File: src/rtl/sfce_pkg.sv
package sfce_pkg;
  typedef enum logic [1:0] {ST_IDLE, ST_SHIFT, ST_GAP} seq_t;
  typedef enum logic [1:0] {OP_SW, OP_RDSR, OP_WREN} op_t;

  localparam logic [4:0] A_CTL  = 5'h00;
  localparam logic [4:0] A_CMD  = 5'h04;
  localparam logic [4:0] A_STAT = 5'h08;
  localparam logic [4:0] A_TXD  = 5'h0C;
  localparam logic [4:0] A_RXD  = 5'h10;

  localparam logic [7:0] OPC_RDSR = 8'h05;
  localparam logic [7:0] OPC_WREN = 8'h06;

  // command word
  localparam int C_SEND = 7;
  localparam int C_TFIE = 8;
  localparam int C_WCIE = 9;
  localparam int C_HWRS = 10;
  localparam int C_HWWE = 11;
  localparam int C_BANK = 12;
  // control word
  localparam int K_DSEL = 4;
  localparam int K_PRE  = 8;
  localparam int K_SWM  = 28;
  // status word
  localparam int S_TFF  = 8;
  localparam int S_WCF  = 9;
  localparam int S_FAC  = 11;
  localparam int S_WEL0 = 12;
endpackage

File: src/rtl/sfce_phase.sv
module sfce_phase #(
  parameter int PW = 7
) (
  input  logic          clk,
  input  logic          rst_n,
  input  logic          run,
  input  logic [PW-1:0] div,
  output logic          sck_hi,
  output logic          bit_end
);
  logic [PW-1:0] cnt;
  logic [PW-1:0] per_m1;
  logic [PW-1:0] lo;

  always_comb begin
    per_m1 = (div < PW'(2)) ? PW'(1) : div - PW'(1);
    lo     = PW'((PW+1)'(per_m1) + (PW+1)'(1) >> 1);
  end

  assign sck_hi  = run && (cnt >= lo);
  assign bit_end = run && (cnt == per_m1);

  always_ff @(posedge clk or negedge rst_n) begin
    if (!rst_n)             cnt <= '0;
    else if (!run)          cnt <= '0;
    else if (cnt == per_m1) cnt <= '0;
    else                    cnt <= cnt + PW'(1);
  end
endmodule

File: src/rtl/sfce_shifter.sv
module sfce_shifter #(
  parameter int NBYTES = 4,
  localparam int DW = 8 * NBYTES,
  localparam int CW = $clog2(NBYTES + 1),
  localparam int BW = (NBYTES > 1) ? $clog2(NBYTES) : 1,
  localparam int IW = BW + 3,
  localparam int KW = BW + 4
) (
  input  logic          clk,
  input  logic          rst_n,
  input  logic          load,
  input  logic          step,
  input  logic [DW-1:0] tx_word,
  input  logic [CW-1:0] n_tx,
  input  logic [CW-1:0] n_rx,
  input  logic          miso,
  output logic          mosi,
  output logic          last_bit,
  output logic [DW-1:0] rx_word
);
  logic [KW-1:0] k;
  logic [KW-1:0] tx_bits;
  logic [KW-1:0] all_bits;
  logic [IW-1:0] j;
  logic [IW-1:0] txi;
  logic [IW-1:0] rxi;
  logic          in_tx;

  always_comb begin
    tx_bits  = KW'({n_tx, 3'b000});
    all_bits = tx_bits + KW'({n_rx, 3'b000});
    in_tx    = k < tx_bits;
    last_bit = (k == all_bits - KW'(1));
    j        = k[IW-1:0] - tx_bits[IW-1:0];
    txi      = {k[IW-1:3], ~k[2:0]};
    rxi      = {j[IW-1:3], ~j[2:0]};
    mosi     = in_tx ? tx_word[txi] : 1'b0;
  end

  always_ff @(posedge clk or negedge rst_n) begin
    if (!rst_n) begin
      k       <= '0;
      rx_word <= '0;
    end else if (load) begin
      k       <= '0;
      rx_word <= '0;
    end else if (step) begin
      k <= k + KW'(1);
      if (!in_tx) rx_word[rxi] <= miso;
    end
  end
endmodule

File: src/rtl/sflash_cmd_engine.sv
module sflash_cmd_engine
  import sfce_pkg::*;
#(
  parameter int NBANK  = 4,
  parameter int NBYTES = 4,
  parameter int PRE_W  = 7,
  parameter int DSEL_W = 4
) (
  input  logic             clk,
  input  logic             rst_n,
  input  logic             reg_wr,
  input  logic [4:0]       reg_addr,
  input  logic [31:0]      reg_wdata,
  output logic [31:0]      reg_rdata,
  output logic             irq,
  output logic             sck,
  output logic [NBANK-1:0] cs_n,
  output logic             mosi,
  input  logic             miso
);
  localparam int BKW = (NBANK > 1) ? $clog2(NBANK) : 1;
  localparam int CW  = $clog2(NBYTES + 1);
  localparam int DW  = 8 * NBYTES;
  localparam int SRW = S_WEL0 + NBANK;
  localparam logic [31:0] CTL_RST = ((32'd1 << NBANK) - 32'd1) | (32'd2 << K_PRE);

  logic [31:0]       ctl_q, cmd_q;
  logic [SRW-1:0]    sr_q, sr_n;
  logic [DW-1:0]     txd_q, rxd_q;
  seq_t              st_q;
  op_t               op_q, l_op;
  logic [BKW-1:0]    bank_q, bank_w;
  logic              ok_q;
  logic [CW-1:0]     ntx_q, nrx_q, l_ntx, l_nrx;
  logic [DW-1:0]     txw_q, l_txw;
  logic [PRE_W-1:0]  div_q;
  logic [DSEL_W-1:0] dsel_q, gap_q;

  logic wr_cmd, wr_sr, go_sw, go_rs, go_we, launch, busy, fin;
  logic sck_hi, bit_end, last_bit, sh_mosi;
  logic [DW-1:0] rx_word;

  function automatic logic [CW-1:0] clamp(input logic [3:0] v);
    return (v > 4'(NBYTES)) ? CW'(NBYTES) : CW'(v);
  endfunction

  assign busy   = (st_q != ST_IDLE);
  assign wr_cmd = reg_wr && (reg_addr == A_CMD);
  assign wr_sr  = reg_wr && (reg_addr == A_STAT);
  assign bank_w = reg_wdata[C_BANK +: BKW];
  assign go_sw  = ctl_q[K_SWM] && reg_wdata[C_SEND];
  assign go_rs  = !ctl_q[K_SWM] && reg_wdata[C_HWRS];
  assign go_we  = !ctl_q[K_SWM] && !reg_wdata[C_HWRS] && reg_wdata[C_HWWE];
  assign launch = wr_cmd && !busy && (go_sw || go_rs || go_we);

  always_comb begin
    l_op  = OP_SW;
    l_ntx = '0;
    l_nrx = '0;
    l_txw = txd_q;
    if (go_sw) begin
      l_ntx = clamp(reg_wdata[3:0]);
      l_nrx = clamp({1'b0, reg_wdata[6:4]});
    end else if (go_rs) begin
      l_op  = OP_RDSR;
      l_ntx = CW'(1);
      l_nrx = CW'(1);
      l_txw = DW'(OPC_RDSR);
    end else if (go_we) begin
      l_op  = OP_WREN;
      l_ntx = CW'(1);
      l_txw = DW'(OPC_WREN);
    end
  end

  sfce_phase #(.PW(PRE_W)) u_phase (
    .clk(clk), .rst_n(rst_n), .run(busy), .div(div_q),
    .sck_hi(sck_hi), .bit_end(bit_end)
  );

  sfce_shifter #(.NBYTES(NBYTES)) u_shift (
    .clk(clk), .rst_n(rst_n), .load(launch), .step(bit_end && st_q == ST_SHIFT),
    .tx_word(txw_q), .n_tx(ntx_q), .n_rx(nrx_q), .miso(miso),
    .mosi(sh_mosi), .last_bit(last_bit), .rx_word(rx_word)
  );

  assign fin  = (st_q == ST_GAP) && bit_end && (gap_q == dsel_q);
  assign sck  = sck_hi && (st_q == ST_SHIFT);
  assign mosi = (st_q == ST_SHIFT) ? sh_mosi : 1'b0;

  for (genvar b = 0; b < NBANK; b++) begin : g_sel
    assign cs_n[b] = !((st_q == ST_SHIFT) && ok_q && (bank_q == BKW'(b)));
  end

  always_ff @(posedge clk or negedge rst_n) begin
    if (!rst_n) begin
      st_q   <= ST_IDLE;
      op_q   <= OP_SW;
      bank_q <= '0;
      ok_q   <= 1'b0;
      ntx_q  <= '0;
      nrx_q  <= '0;
      txw_q  <= '0;
      div_q  <= '0;
      dsel_q <= '0;
      gap_q  <= '0;
    end else begin
      case (st_q)
        ST_IDLE: if (launch) begin
          st_q   <= (l_ntx == '0 && l_nrx == '0) ? ST_GAP : ST_SHIFT;
          op_q   <= l_op;
          bank_q <= bank_w;
          ok_q   <= ctl_q[bank_w];
          ntx_q  <= l_ntx;
          nrx_q  <= l_nrx;
          txw_q  <= l_txw;
          div_q  <= ctl_q[K_PRE +: PRE_W];
          dsel_q <= ctl_q[K_DSEL +: DSEL_W];
          gap_q  <= '0;
        end
        ST_SHIFT: if (bit_end && last_bit) st_q <= ST_GAP;
        ST_GAP: if (bit_end) begin
          if (gap_q == dsel_q) st_q <= ST_IDLE;
          else                 gap_q <= gap_q + DSEL_W'(1);
        end
        default: st_q <= ST_IDLE;
      endcase
    end
  end

  always_comb begin
    sr_n = sr_q;
    if (wr_sr) sr_n = sr_q & reg_wdata[SRW-1:0];
    if (launch && !ctl_q[bank_w]) sr_n[S_FAC] = 1'b1;
    if (fin) begin
      sr_n[S_TFF] = 1'b1;
      if (op_q == OP_RDSR) sr_n[7:0] = rx_word[7:0];
      if (op_q == OP_WREN && ok_q) sr_n[S_WEL0 + int'(bank_q)] = 1'b1;
    end
  end

  always_ff @(posedge clk or negedge rst_n) begin
    if (!rst_n) begin
      ctl_q <= CTL_RST;
      cmd_q <= '0;
      sr_q  <= '0;
      txd_q <= '0;
      rxd_q <= '0;
    end else begin
      sr_q <= sr_n;
      if (reg_wr && reg_addr == A_CTL) ctl_q <= reg_wdata;
      if (wr_cmd)                      cmd_q <= reg_wdata;
      if (reg_wr && reg_addr == A_TXD) txd_q <= reg_wdata[DW-1:0];
      if (fin && op_q == OP_SW)        rxd_q <= rx_word;
    end
  end

  always_comb begin
    case (reg_addr)
      A_CTL:   reg_rdata = ctl_q;
      A_CMD:   reg_rdata = cmd_q;
      A_STAT:  reg_rdata = 32'(sr_q);
      A_TXD:   reg_rdata = 32'(txd_q);
      A_RXD:   reg_rdata = 32'(rxd_q);
      default: reg_rdata = '0;
    endcase
  end

  assign irq = (sr_q[S_TFF] && cmd_q[C_TFIE]) || (sr_q[S_WCF] && cmd_q[C_WCIE]);
endmodule

File: config.mk
export PLATFORM = sky130hd
export DESIGN_NAME = sflash_cmd_engine
export DESIGN_NICKNAME = d
export VERILOG_FILES = /design/src/rtl/sfce_pkg.sv /design/src/rtl/sfce_phase.sv /design/src/rtl/sfce_shifter.sv /design/src/rtl/sflash_cmd_engine.sv
export SDC_FILE = /design/constraint.sdc
export NUM_CORES = 1
export LEC_CHECK = 0
export BUFFER_PORTS_ARGS = -buffer_cell sky130_fd_sc_hd__buf_2
export CORE_ASPECT_RATIO = 1.2
export CORE_MARGIN = 4
export CORE_UTILIZATION = 65
export CTS_CLUSTER_DIAMETER = 120
export CTS_CLUSTER_SIZE = 12
export DETAILED_ROUTE_END_ITERATION = 6
export PLACE_DENSITY = 0.85
export SYNTH_ARGS = -nofsm -noshare
export SYNTH_HDL_FRONTEND = slang
export SYNTH_SLANG_ARGS = --single-unit
File: constraint.sdc
create_clock -name clk -period 7.8 [get_ports clk]
set_clock_uncertainty 0.1 [all_clocks]
set_input_delay 0.39 -clock clk [delete_from_list [all_inputs] [get_ports clk]]
set_output_delay 0.39 -clock clk [all_outputs]
set_load 0.05 [all_outputs]
==> results of run 1 <==
-- synth_stat cells (all sizes together) (9+ instances only) --
cell / instances / share of area (%)
a21oi: 13 / 0.54
a222oi: 32 / 2.7
a22oi: 17 / 1.1
buf: 9 / 0.40
clkbuf: 61 / 1.9
dfrtp: 244 / 51
ha: 21 / 2.2
inv: 28 / 0.87
mux2: 125 / 12
mux2i: 41 / 3.4
mux4: 11 / 2.1
nand2: 224 / 7.0
nand2b: 11 / 0.57
nand3: 46 / 1.9
nor2: 22 / 0.71
nor3: 43 / 1.8
o21ai: 44 / 1.8
o31ai: 10 / 0.67
xnor2: 12 / 0.87
xor2: 15 / 1.1
-- area by class of cell --
class / instances / share of cell area, %
Clock inverter: 1 / 0.0377
Multi-Input combinational cell: 762 / 41.0
Tap cell: 224 / 2.11
Timing Repair Buffer: 97 / 4.09
Inverter: 28 / 0.792
Clock buffer: 33 / 4.94
Sequential cell: 249 / 47.0
-- cells by family after synthesis --
family | Yosys count | share of synthesized area, %
and+or+nand+nor | 394 | 14.8
DFF | 249 | 51.8
muxes | 177 | 17.2
AOI/OAI and AO/OA | 142 | 8.68
buffers and inverters | 98 | 3.17
xor gates and xnor gates | 28 | 2.16
adders and majority gates | 21 | 2.18
-- routing by layer --
metal	share of wire, %	vias to the layer above
li1	-	4047
met1	38	4665
met2	50	478
met3	7.6	103
met4	4.3	0
met5	0	-
-- report_power, final --
group | internal [W] | leakage (nW) | switching (W)
sequential | 0.00147 | 3.28 | 0.000206
combinational | 0.000332 | 2.68 | 0.000458
clock | 0.000577 | 0.321 | 0.000466
total | 0.00238 | 6.28 | 0.00113
-- sequential cells by signal (all words and copies together) (netlist names) --
name,count
cmd_q,32
ctl_q,32
rxd_q,32
txd_q,32
txw_q,32
u_shift.rx_word,32
sr_q,16
div_q,7
u_phase.cnt,7
u_shift.k,6
dsel_q,4
gap_q,4
nrx_q,3
ntx_q,3
bank_q,2
op_q,2
st_q,2
ok_q,1
-- worst paths after layout --
| check | start | to | depth (start not counted) |
|---|---|---|---|
| worst min register to register | txw_q[29]$_DFFE_PN0P_ | txw_q[29]$_DFFE_PN0P_ | 2 |
| worst max-delay path | div_q[3]$_DFFE_PN0P_ | sck | 13 |
| worst min-delay path | reg_wdata[17] | cmd_q[17]$_DFFE_PN0P_ | 2 |
| min in group asynchronous | rst_n | txd_q[3]$_DFFE_PN0P_ | 2 |
| max in group asynchronous | rst_n | txd_q[28]$_DFFE_PN0P_ | 3 |
| worst max register to register | div_q[0]$_DFFE_PN0P_ | sr_q[2]$_DFF_PN0_ | 9 |
-- metrics by stage --
stage | cells | hold WS (ns) | utilization, %
6_report | 1394 | 0.0352 | 73.0
4_1_cts | 1394 | 0.0264 | 73.0
2_1_floorplan | 1109 | -0.00559 | -
5_1_grt | 1394 | 0.0365 | 73.0
3_3_place_gp | 1359 | 0.346 | 69.4
3_5_place_dp | 1359 | 0.352 | 69.4
==> results.tsv, run 1 <==
metric	value	unit
status	finished with violations	
failing checks	design-rule violations	
htree depth	1	
flip-flop and latch area	0.00624	sq mm
worst-margin pin slew	1.13	ns
die area	0.0208	sq mm
area of the multi-input gates	0.00545	sq mm
Starting Density	66.2	%
TNS Setup	0	ns
worst path buffer plus inverter count	1	
CTS tree	yes	
total track usage	30.3	%
placed cell area	0.0126	sq mm
sequential share of the synthesized area	51.8	%
Final nets	1224	
asr flop ratio synth	100	%
r2r setup slk	3.80	ns
worst setup margin	3.61	ns
Hold Buf Count CTS	1	
Yosys warnings	0	
met3 usage	5.21	%
# diodes	0	
Post-DP HPWL	19900	um
Final Cell Area	0.0133	sq mm
worst skew pair latency	0.53	ns
# clock sinks	249	
fin crit share	53.7	%
initial DRC count	875	
Slew Viols, Final	0	
relative slew slack	24.7	%
Detail Route Antenna Nets	0	
vias in the first global route	9476	
core area	0.0182	sq mm
type of origin of the critical path	flip-flop	
cell chain of the critical path	or4_1 -> nor3_1 -> nor2_1 -> ha_1 -> ha_1 -> nand2b_1 -> a21o_1 -> a21o_1 -> a21oi_1 -> nor2b_1 -> o21ai_0 -> a21oi_1 -> buf_2	
CP max-delay cell	or4_1	
commonest non-fill, non-tap cell in the layout	dfrtp_1	
DR vias/cell	6.67	
area added between synthesis and finish	10.3	%
min cycle time layout	4.19	ns
max-capacitance violation count	0	
Placer Congestion	0.856	
synth unique cells	61	
unrepaired setup endpoints after global routing	no	
Hold Path Class	primary input to flip-flop	
Clock transition at path regs	0.06	ns
total power	0.00351	W
CTS buffer count	24	
Fill cells	1189	
drt total wl	31300	um
Seq cells post-synth	249	
ys flop type	dfrtp_1	
Post-Place Setup Slack	3.85	ns
Setup Buffers After CTS	0	
final hold violations	0	
share of layout cells above drive strength 1	23.6	%
largest net degree at the start of global routing	106	
gr ovfl total	0	
Crit path max-delay family	simple AND/OR/NAND/NOR gates	
Static Leak	6.28	nW
met2 Usage GRT	51.1	%
die extent in x	132	um
Syn Inst Count	1109	
WP data required	7.31	ns
crit-path max FO	10	
Final setup viols	0	
routed len/inst	22.5	um
VDD IR-drop max	0.191	mV
row count	54	
port bufs	79	
endpoint class of the critical path	output port	
mapped cell area	0.0120	sq mm
Vias	9293	
initial antenna violation count	0	
drt first pass iters	7	
Crit Path Class	flip-flop to output port	
clock root buffer	clkbuf_16	
busiest grt layer	met2	
Power Density	264	mW/mm^2
Ports	80	
most frequent cells in the layout	244 x dfrtp_1, 224 x nand2_1, 125 x mux2_2	
Post-CTS Resized	0	
number of synthesized flops with an enable pin	0	
slowest stage delay, CP	0.62	ns
DRC viols	12	
fmax	239	MHz
first-pass GRT wire length	50300	um
Net Count, Synth	1171	
die height	157	um
syn_area_per_cell	10.9	sq um
routing usage on met1	39.0	%
clk buf depth	3	
CP arrival	3.70	ns
No activity file was read; power rests on OpenSTA's default activity.
==> run 2, diff against run 1 <==
--- a/config.mk
+++ b/config.mk
@@ -5,14 +5,15 @@
 export SDC_FILE = /design/constraint.sdc
 export NUM_CORES = 1
 export LEC_CHECK = 0
+export ABC_AREA = 1
 export BUFFER_PORTS_ARGS = -buffer_cell sky130_fd_sc_hd__buf_2
 export CORE_ASPECT_RATIO = 1.2
 export CORE_MARGIN = 4
-export CORE_UTILIZATION = 65
+export CORE_UTILIZATION = 61
 export CTS_CLUSTER_DIAMETER = 120
 export CTS_CLUSTER_SIZE = 12
 export DETAILED_ROUTE_END_ITERATION = 6
-export PLACE_DENSITY = 0.85
+export PLACE_DENSITY = 0.8
 export SYNTH_ARGS = -nofsm -noshare
 export SYNTH_HDL_FRONTEND = slang
 export SYNTH_SLANG_ARGS = --single-unit
==> constraint.sdc (replaced) <==
create_clock -name clk -period 3.9 [get_ports clk]
set_clock_uncertainty 0.1 [all_clocks]
set_input_delay 0.195 -clock clk [delete_from_list [all_inputs] [get_ports clk]]
set_output_delay 0.195 -clock clk [all_outputs]
set_load 0.05 [all_outputs]
==> results.tsv, run 2 <==
metric	value	unit	change
status	complete, no violations		was finished with violations
area of the multi-input gates	0.00558	sq mm	was 0.00545 sq mm
reg2reg start	div_q[0]$_DFFE_PN0P_		unchanged
Clock transition at path regs	0.07	ns	was 0.06 ns
Starting Density	62.2	%	was 66.2%
Syn Inst Count	1561		was 1109
clock root buffer	clkbuf_16		unchanged
CTS buffer count	24		unchanged
DRC viols	0		was 12
drt total wl	36100	um	was 31300 um
CP arrival	3.31	ns	was 3.70 ns
top-count cell post-synth	nand2_1		was dfrtp_1
Crit Path Class	flip-flop to output port		unchanged
core area	0.0203	sq mm	was 0.0182 sq mm
drt first pass iters	5		was 7
Setup Buffers After CTS	0		unchanged
worst skew pair latency	0.52	ns	was 0.53 ns
Net Count, Synth	1623		was 1171
sequential share of the synthesized area	49.3	%	was 51.8%
switching share of total power	32.9	%	was 32.2%
TNS Setup	0	ns	unchanged
worst-margin pin slew	1.17	ns	was 1.13 ns
WP data required	3.61	ns	was 7.31 ns
clk buf depth	3		unchanged
busiest grt layer	met2		unchanged
initial DRC count	1066		was 875
met3 usage	5.02	%	was 5.21%
Final nets	1700		was 1224
Logic pwr share	21.9	%	was 22.5%
crit path from	div_q[0]$_DFFE_PN0P_		was div_q[3]$_DFFE_PN0P_
area added between synthesis and finish	11.9	%	was 10.3%
Placer Congestion	0.868		was 0.856
CTS tree	yes		unchanged
Power Internal	0.00454	W	was 0.00238 W
vias in the first global route	11200		was 9476
row count	57		was 54
Power Density	479	mW/mm^2	was 264 mW/mm^2
fmax	277	MHz	
initial antenna violation count	0		unchanged
Synth area leader	dfrtp_1		unchanged
max-capacitance violation count	0		unchanged
post-route insts no fill	1908		was 1394
flip-flop and latch area	0.00624	sq mm	unchanged
post-synth top area share	48.3	%	was 50.7%
Detail Route Antenna Nets	0		unchanged
largest net degree at the start of global routing	111		was 106
# diodes	0		unchanged
final hold violations	0		unchanged
total track usage	30.7	%	was 30.3%
first-pass GRT wire length	58100	um	was 50300 um
asr flop ratio synth	100	%	unchanged
Slew Viols, Final	0		unchanged
die area	0.0231	sq mm	was 0.0208 sq mm
DR vias/cell	6.09		was 6.67
Post-DP HPWL	23300	um	was 19900 um
Hold Path Class	primary input to flip-flop		unchanged
clock share of power	30.7	%	was 29.7%
Worst Hold Margin	0.0818	ns	was 0.0352 ns
commonest non-fill, non-tap cell in the layout	nand2_1		was dfrtp_1
type of origin of the critical path	flip-flop		unchanged
synth unique cells	52		was 61
mapped cell area	0.0126	sq mm	was 0.0120 sq mm
relative slew slack	22.2	%	was 24.7%
syn_area_per_cell	8.10	sq um	was 10.9 sq um
VDD IR-drop max	0.299	mV	was 0.191 mV
most frequent cells in the layout	499 x nand2_1, 244 x dfrtp_1, 199 x o21ai_0		was 244 x dfrtp_1, 224 x nand2_1, 125 x mux2_2
min cycle time layout	3.61	ns	
Static Leak	6.94	nW	was 6.28 nW
gr ovfl total	0		unchanged
Final setup viols	0		unchanged
placed insts	1842		was 1359
die height	166	um	was 157 um
routed len/inst	18.9	um	was 22.5 um
ys flop type	dfrtp_1		unchanged
# clock sinks	249		unchanged
port bufs	79		unchanged
net switching power	0.00223	W	was 0.00113 W
Vias	11600		was 9293
htree depth	1		unchanged
Post-synth top cells	501 x nand2_1, 244 x dfrtp_1, 199 x o21ai_0		was 244 x dfrtp_1, 224 x nand2_1, 125 x mux2_2
Ports	80		unchanged
routing usage on met1	41.3	%	was 39.0%
die extent in x	139	um	was 132 um
share of layout cells above drive strength 1	11.3	%	was 23.6%
Fill cells	1634		was 1189
Yosys warnings	0		unchanged
Area contributors post-synth	dfrtp_1 48%, nand2_1 15%, o21ai_0 7.9%		was dfrtp_1 51%, mux2_2 12%, nand2_1 7.0%
fin crit share	92.5	%	
crit-path max FO	6		was 10
HP Start	reg_addr[0]		was reg_wdata[17]
Flop pwr share	47.4	%	was 47.8%
unrepaired setup endpoints after global routing	no		unchanged
Seq cells post-synth	249		unchanged
number of synthesized flops with an enable pin	0		unchanged
met2 Usage GRT	50.2	%	was 51.1%
endpoint class of the critical path	output port		unchanged
## run 2: cell count changes in the layout (fill, tap and decap cells not counted), sizes merged, moves of 34 or more
cell,delta
nand4,+50
nor3,-35
o21ai,+189
mux2,-125
inv,+86
nand3,+82
nor2,+54
dlygate4sd3,+34
nand2,+282
mux2i,-41
## run 2: stage by stage
stage                     setup WS, ns  area (sq um)  power (W)  utilization (%)
final                            0.294         14100    0.00677             69.6
after global routing            0.0100         14100    0.00711             69.6
after CTS                        0.242         14100    0.00676             69.5
after detailed placement         0.815         13100    0.00465             64.6
after global placement           0.925         13100    0.00459             64.6
after floorplan                   1.10         12600    0.00419                -
## run 2: repair_timing
action / in CTS / in global routing
resized for setup: 0 / 2
hold buffers: 35 / 0
hold endpoints to repair: 211 / 0
setup endpoints to repair: 0 / 1
## run 2: path summary, 6_finish.rpt
| kind | cells past startpoint | slack (ns) | endpoint |
|---|---|---|---|
| max in group asynchronous | 3 | 2.48 | txd_q[30]$_DFFE_PN0P_ |
| worst min-delay path | 6 | 0.08 | cmd_q[8]$_DFFE_PN0P_ |
| worst max register to register | 14 | 0.80 | rxd_q[11]$_DFFE_PN0P_ |
| worst min register to register | 2 | 0.37 | rxd_q[4]$_DFFE_PN0P_ |
| min in group asynchronous | 2 | 0.22 | dsel_q[1]$_DFFE_PN0P_ |
| worst max-delay path | 15 | 0.29 | sck |
## run 2: layout make-up
type	instances	area share, %
sequential	249	44.1
tap	265	2.34
clock buffer	30	4.55
clock inverter	1	0.0354
timing repair buffer	133	6.44
inverter	117	3.11
multi-input combinational	1113	39.4
## run 2: cells by family after synthesis
group | count (synthesis) | synth area share (%)
compound gates | 288 | 12.4
buf+inv | 199 | 6.79
simple gates | 783 | 27.9
xor+xnor | 21 | 1.45
fa+ha+maj | 21 | 2.08
flops | 249 | 49.3
## run 2: critical path: stages (launching register included)
cell and delay (ns):
dfrtp_1 0.41, inv_2 0.11, ha_1 0.20, xor2_1 0.26, nand3_1 0.16, nor2_1 0.15, nand2_1 0.10, or3_1 0.33
ha_1 0.30, nand2_1 0.05, nor3_1 0.16, a31oi_1 0.11, nand2_1 0.08, nand2_1 0.05, inv_1 0.06, buf_2 0.25
## run 2: routing by layer
metal / share of wire (%) / vias up
met3: 7.6 / 127
met1: 40 / 5612
met5: 0 / -
met2: 48 / 553
met4: 4.7 / 0
li1: - / 5323
## run 2: power groups by stage
stage / registers (W) / clock network, W / logic, W
floorplan: 0.00314 / 0 / 0.00105
global placement: 0.00323 / 0 / 0.00136
detailed placement: 0.00324 / 0 / 0.00142
CTS: 0.00320 / 0.00210 / 0.00146
global route: 0.00324 / 0.00221 / 0.00166
finish: 0.00321 / 0.00208 / 0.00148
==> run 3, diff against run 2 <==
==> constraint.sdc (replaced) <==
create_clock -name clk -period 3.85 [get_ports clk]
set_clock_uncertainty 0.1 [all_clocks]
set_input_delay 0.1925 -clock clk [delete_from_list [all_inputs] [get_ports clk]]
set_output_delay 0.1925 -clock clk [all_outputs]
set_load 0.05 [all_outputs]
==> results.tsv, run 3 (synthesized netlist as in run 2, its figures left out) <==
metric	value	unit	change
status	complete, no violations		unchanged
Final nets	1699		was 1700
Starting Density	62.2	%	unchanged
final hold violations	0		unchanged
port bufs	79		unchanged
Static Leak	6.95	nW	was 6.94 nW
die extent in x	139	um	unchanged
FF-to-FF End	rxd_q[25]$_DFFE_PN0P_		was rxd_q[11]$_DFFE_PN0P_
Final Cell Area	0.0141	sq mm	about the same
Fill cells	1621		was 1634
HP Start	reg_wr		was reg_addr[0]
relative slew slack	25.9	%	was 22.2%
# diodes	0		unchanged
Post-DP HPWL	23300	um	about the same
die height	166	um	unchanged
commonest non-fill, non-tap cell in the layout	nand2_1		unchanged
r2r setup slk	0.78	ns	was 0.80 ns
# clock sinks	249		unchanged
unrepaired setup endpoints after global routing	no		unchanged
CTS tree	yes		unchanged
TNS Setup	0	ns	unchanged
row count	57		unchanged
gr ovfl total	0		unchanged
Detail Route Antenna Nets	0		unchanged
Final setup viols	0		unchanged
first-pass GRT wire length	58000	um	was 58100 um
worst setup margin	0.232	ns	was 0.294 ns
Slew Viols, Final	0		unchanged
reg2reg path depth	15		was 14
Crit Path Class	flip-flop to output port		unchanged
Power Density	485	mW/mm^2	was 479 mW/mm^2
Ports	80		unchanged
placed cell area	0.0131	sq mm	about the same
Placer Congestion	0.875		was 0.868
most frequent cells in the layout	499 x nand2_1, 244 x dfrtp_1, 199 x o21ai_0		unchanged
max-capacitance violation count	0		unchanged
WP data required	3.56	ns	was 3.61 ns
area added between synthesis and finish	11.8	%	was 11.9%
Min-Delay Endpoint	cmd_q[9]$_DFFE_PN0P_		was cmd_q[8]$_DFFE_PN0P_
CP dominant cell by count	nand2_1		unchanged
clock root buffer	clkbuf_16		unchanged
Crit path max-delay family	adder cells		was simple AND/OR/NAND/NOR gates
DRC viols	0		unchanged
worst skew pair latency	0.51	ns	was 0.52 ns
slowest stage delay, CP	0.39	ns	was 0.41 ns
share of layout cells above drive strength 1	11.3	%	about the same
fmax	276	MHz	
CTS buffer count	24		unchanged
drt total wl	36000	um	was 36100 um
drt first pass iters	6		was 5
DR vias/cell	6.04		was 6.09
vias in the first global route	11000		was 11200
CP max-delay cell	dfrtp_1		unchanged
initial DRC count	1370		was 1066
clk buf depth	3		unchanged
crit-path max FO	6		unchanged
routed len/inst	18.9	um	about the same
total power	0.00686	W	was 0.00677 W
cell chain of the critical path	inv_2 -> ha_1 -> inv_1 -> nand2_1 -> inv_1 -> ha_1 -> nor3b_2 -> nand2_1 -> nor2_1 -> xor2_1 -> ha_1 -> a21boi_0 -> o21ai_0 -> nand2_1 -> nand2_1 -> inv_1 -> buf_2		was inv_2 -> ha_1 -> xor2_1 -> nand3_1 -> nor2_1 -> nand2_1 -> or3_1 -> ha_1 -> nand2_1 -> nor3_1 -> a31oi_1 -> nand2_1 -> nand2_1 -> inv_1 -> buf_2
Hold Path Class	primary input to flip-flop		unchanged
min cycle time layout	3.62	ns	
total track usage	30.8	%	was 30.7%
htree depth	1		unchanged
initial antenna violation count	0		unchanged
endpoint class of the critical path	output port		unchanged
fin crit share	94.0	%	
Post-Place Setup Slack	0.721	ns	was 0.815 ns
worst-margin pin slew	1.11	ns	was 1.17 ns
core area	0.0203	sq mm	unchanged
Clock transition at path regs	0.07	ns	about the same
Vias	11500		was 11600
type of origin of the critical path	flip-flop		unchanged
CP arrival	3.33	ns	was 3.31 ns
Worst Hold Depth	5		was 6
worst path buffer plus inverter count	5		was 3
VDD IR-drop max	0.306	mV	was 0.299 mV
reg2reg start	div_q[0]$_DFFE_PN0P_		unchanged
largest net degree at the start of global routing	145		was 111
die area	0.0231	sq mm	unchanged
[run 3: worst max path at each step]
stage | start | end | slack (ns) | cells past startpoint
after floorplan | div_q[0]$_DFFE_PN0P_ | sck | 1.05 | 16
after CTS | div_q[0]$_DFFE_PN0P_ | sck | 0.16 | 17
after detailed placement | div_q[0]$_DFFE_PN0P_ | sck | 0.72 | 17
final | div_q[0]$_DFFE_PN0P_ | sck | 0.23 | 17
after global routing | div_q[6]$_DFFE_PN0P_ | sck | 0.01 | 16
after global placement | div_q[0]$_DFFE_PN0P_ | sck | 0.88 | 17
[run 3: layer usage]
metal | wire length [um] | vias to the layer above | global-route usage [%]
li1 | - | 5310 | -
met1 | 14100 | 5556 | 41.8
met2 | 17500 | 544 | 50.0
met3 | 2840 | 107 | 4.84
met4 | 1540 | 0 | 12.3
met5 | 0 | - | 0
[run 3: worst reg2reg max path: cells and delay by family (launching register included)]
kind | cells | cell delay (ns)
AOI/OAI and AO/OA | 1 | 0.21
adders and majority gates | 1 | 0.20
buffers and inverters | 3 | 0.59
DFF | 1 | 0.41
and+or+nand+nor | 10 | 1.44
[run 3: cell type report]
| class | instances | area, sq um | share of cell area, % |
|---|---|---|---|
| multi-input combinational | 1113 | 5570 | 39.4 |
| inverter | 117 | 440 | 3.12 |
| clock inverter | 1 | 5.00 | 0.0354 |
| sequential | 249 | 6240 | 44.1 |
| timing repair buffer | 132 | 898 | 6.36 |
| tap | 265 | 332 | 2.35 |
| clock buffer | 30 | 644 | 4.56 |
[run 3: metrics by stage]
step                      utilization (%)  hold WS, ns  cells
final                                69.5       0.0119   1907
after detailed placement             64.7       0.0114   1843
after global placement               64.7      0.00583   1843
after floorplan                         -       -0.203   1561
after CTS                            69.5      0.00690   1907
after global routing                 69.5       0.0643   1907
[run 3: what timing repair did]
item	4_1_cts	5_1_grt
hold buffers	33	0
setup endpoints to repair	0	1
hold endpoints to repair	145	0
setup buffers	0	0
resized for setup	0	1
[run 3: where the power goes]
part           leakage, nW  switching, W  internal, W
clock                0.318      0.000948      0.00116
sequential            3.25      0.000295      0.00296
combinational         3.38       0.00101     0.000486
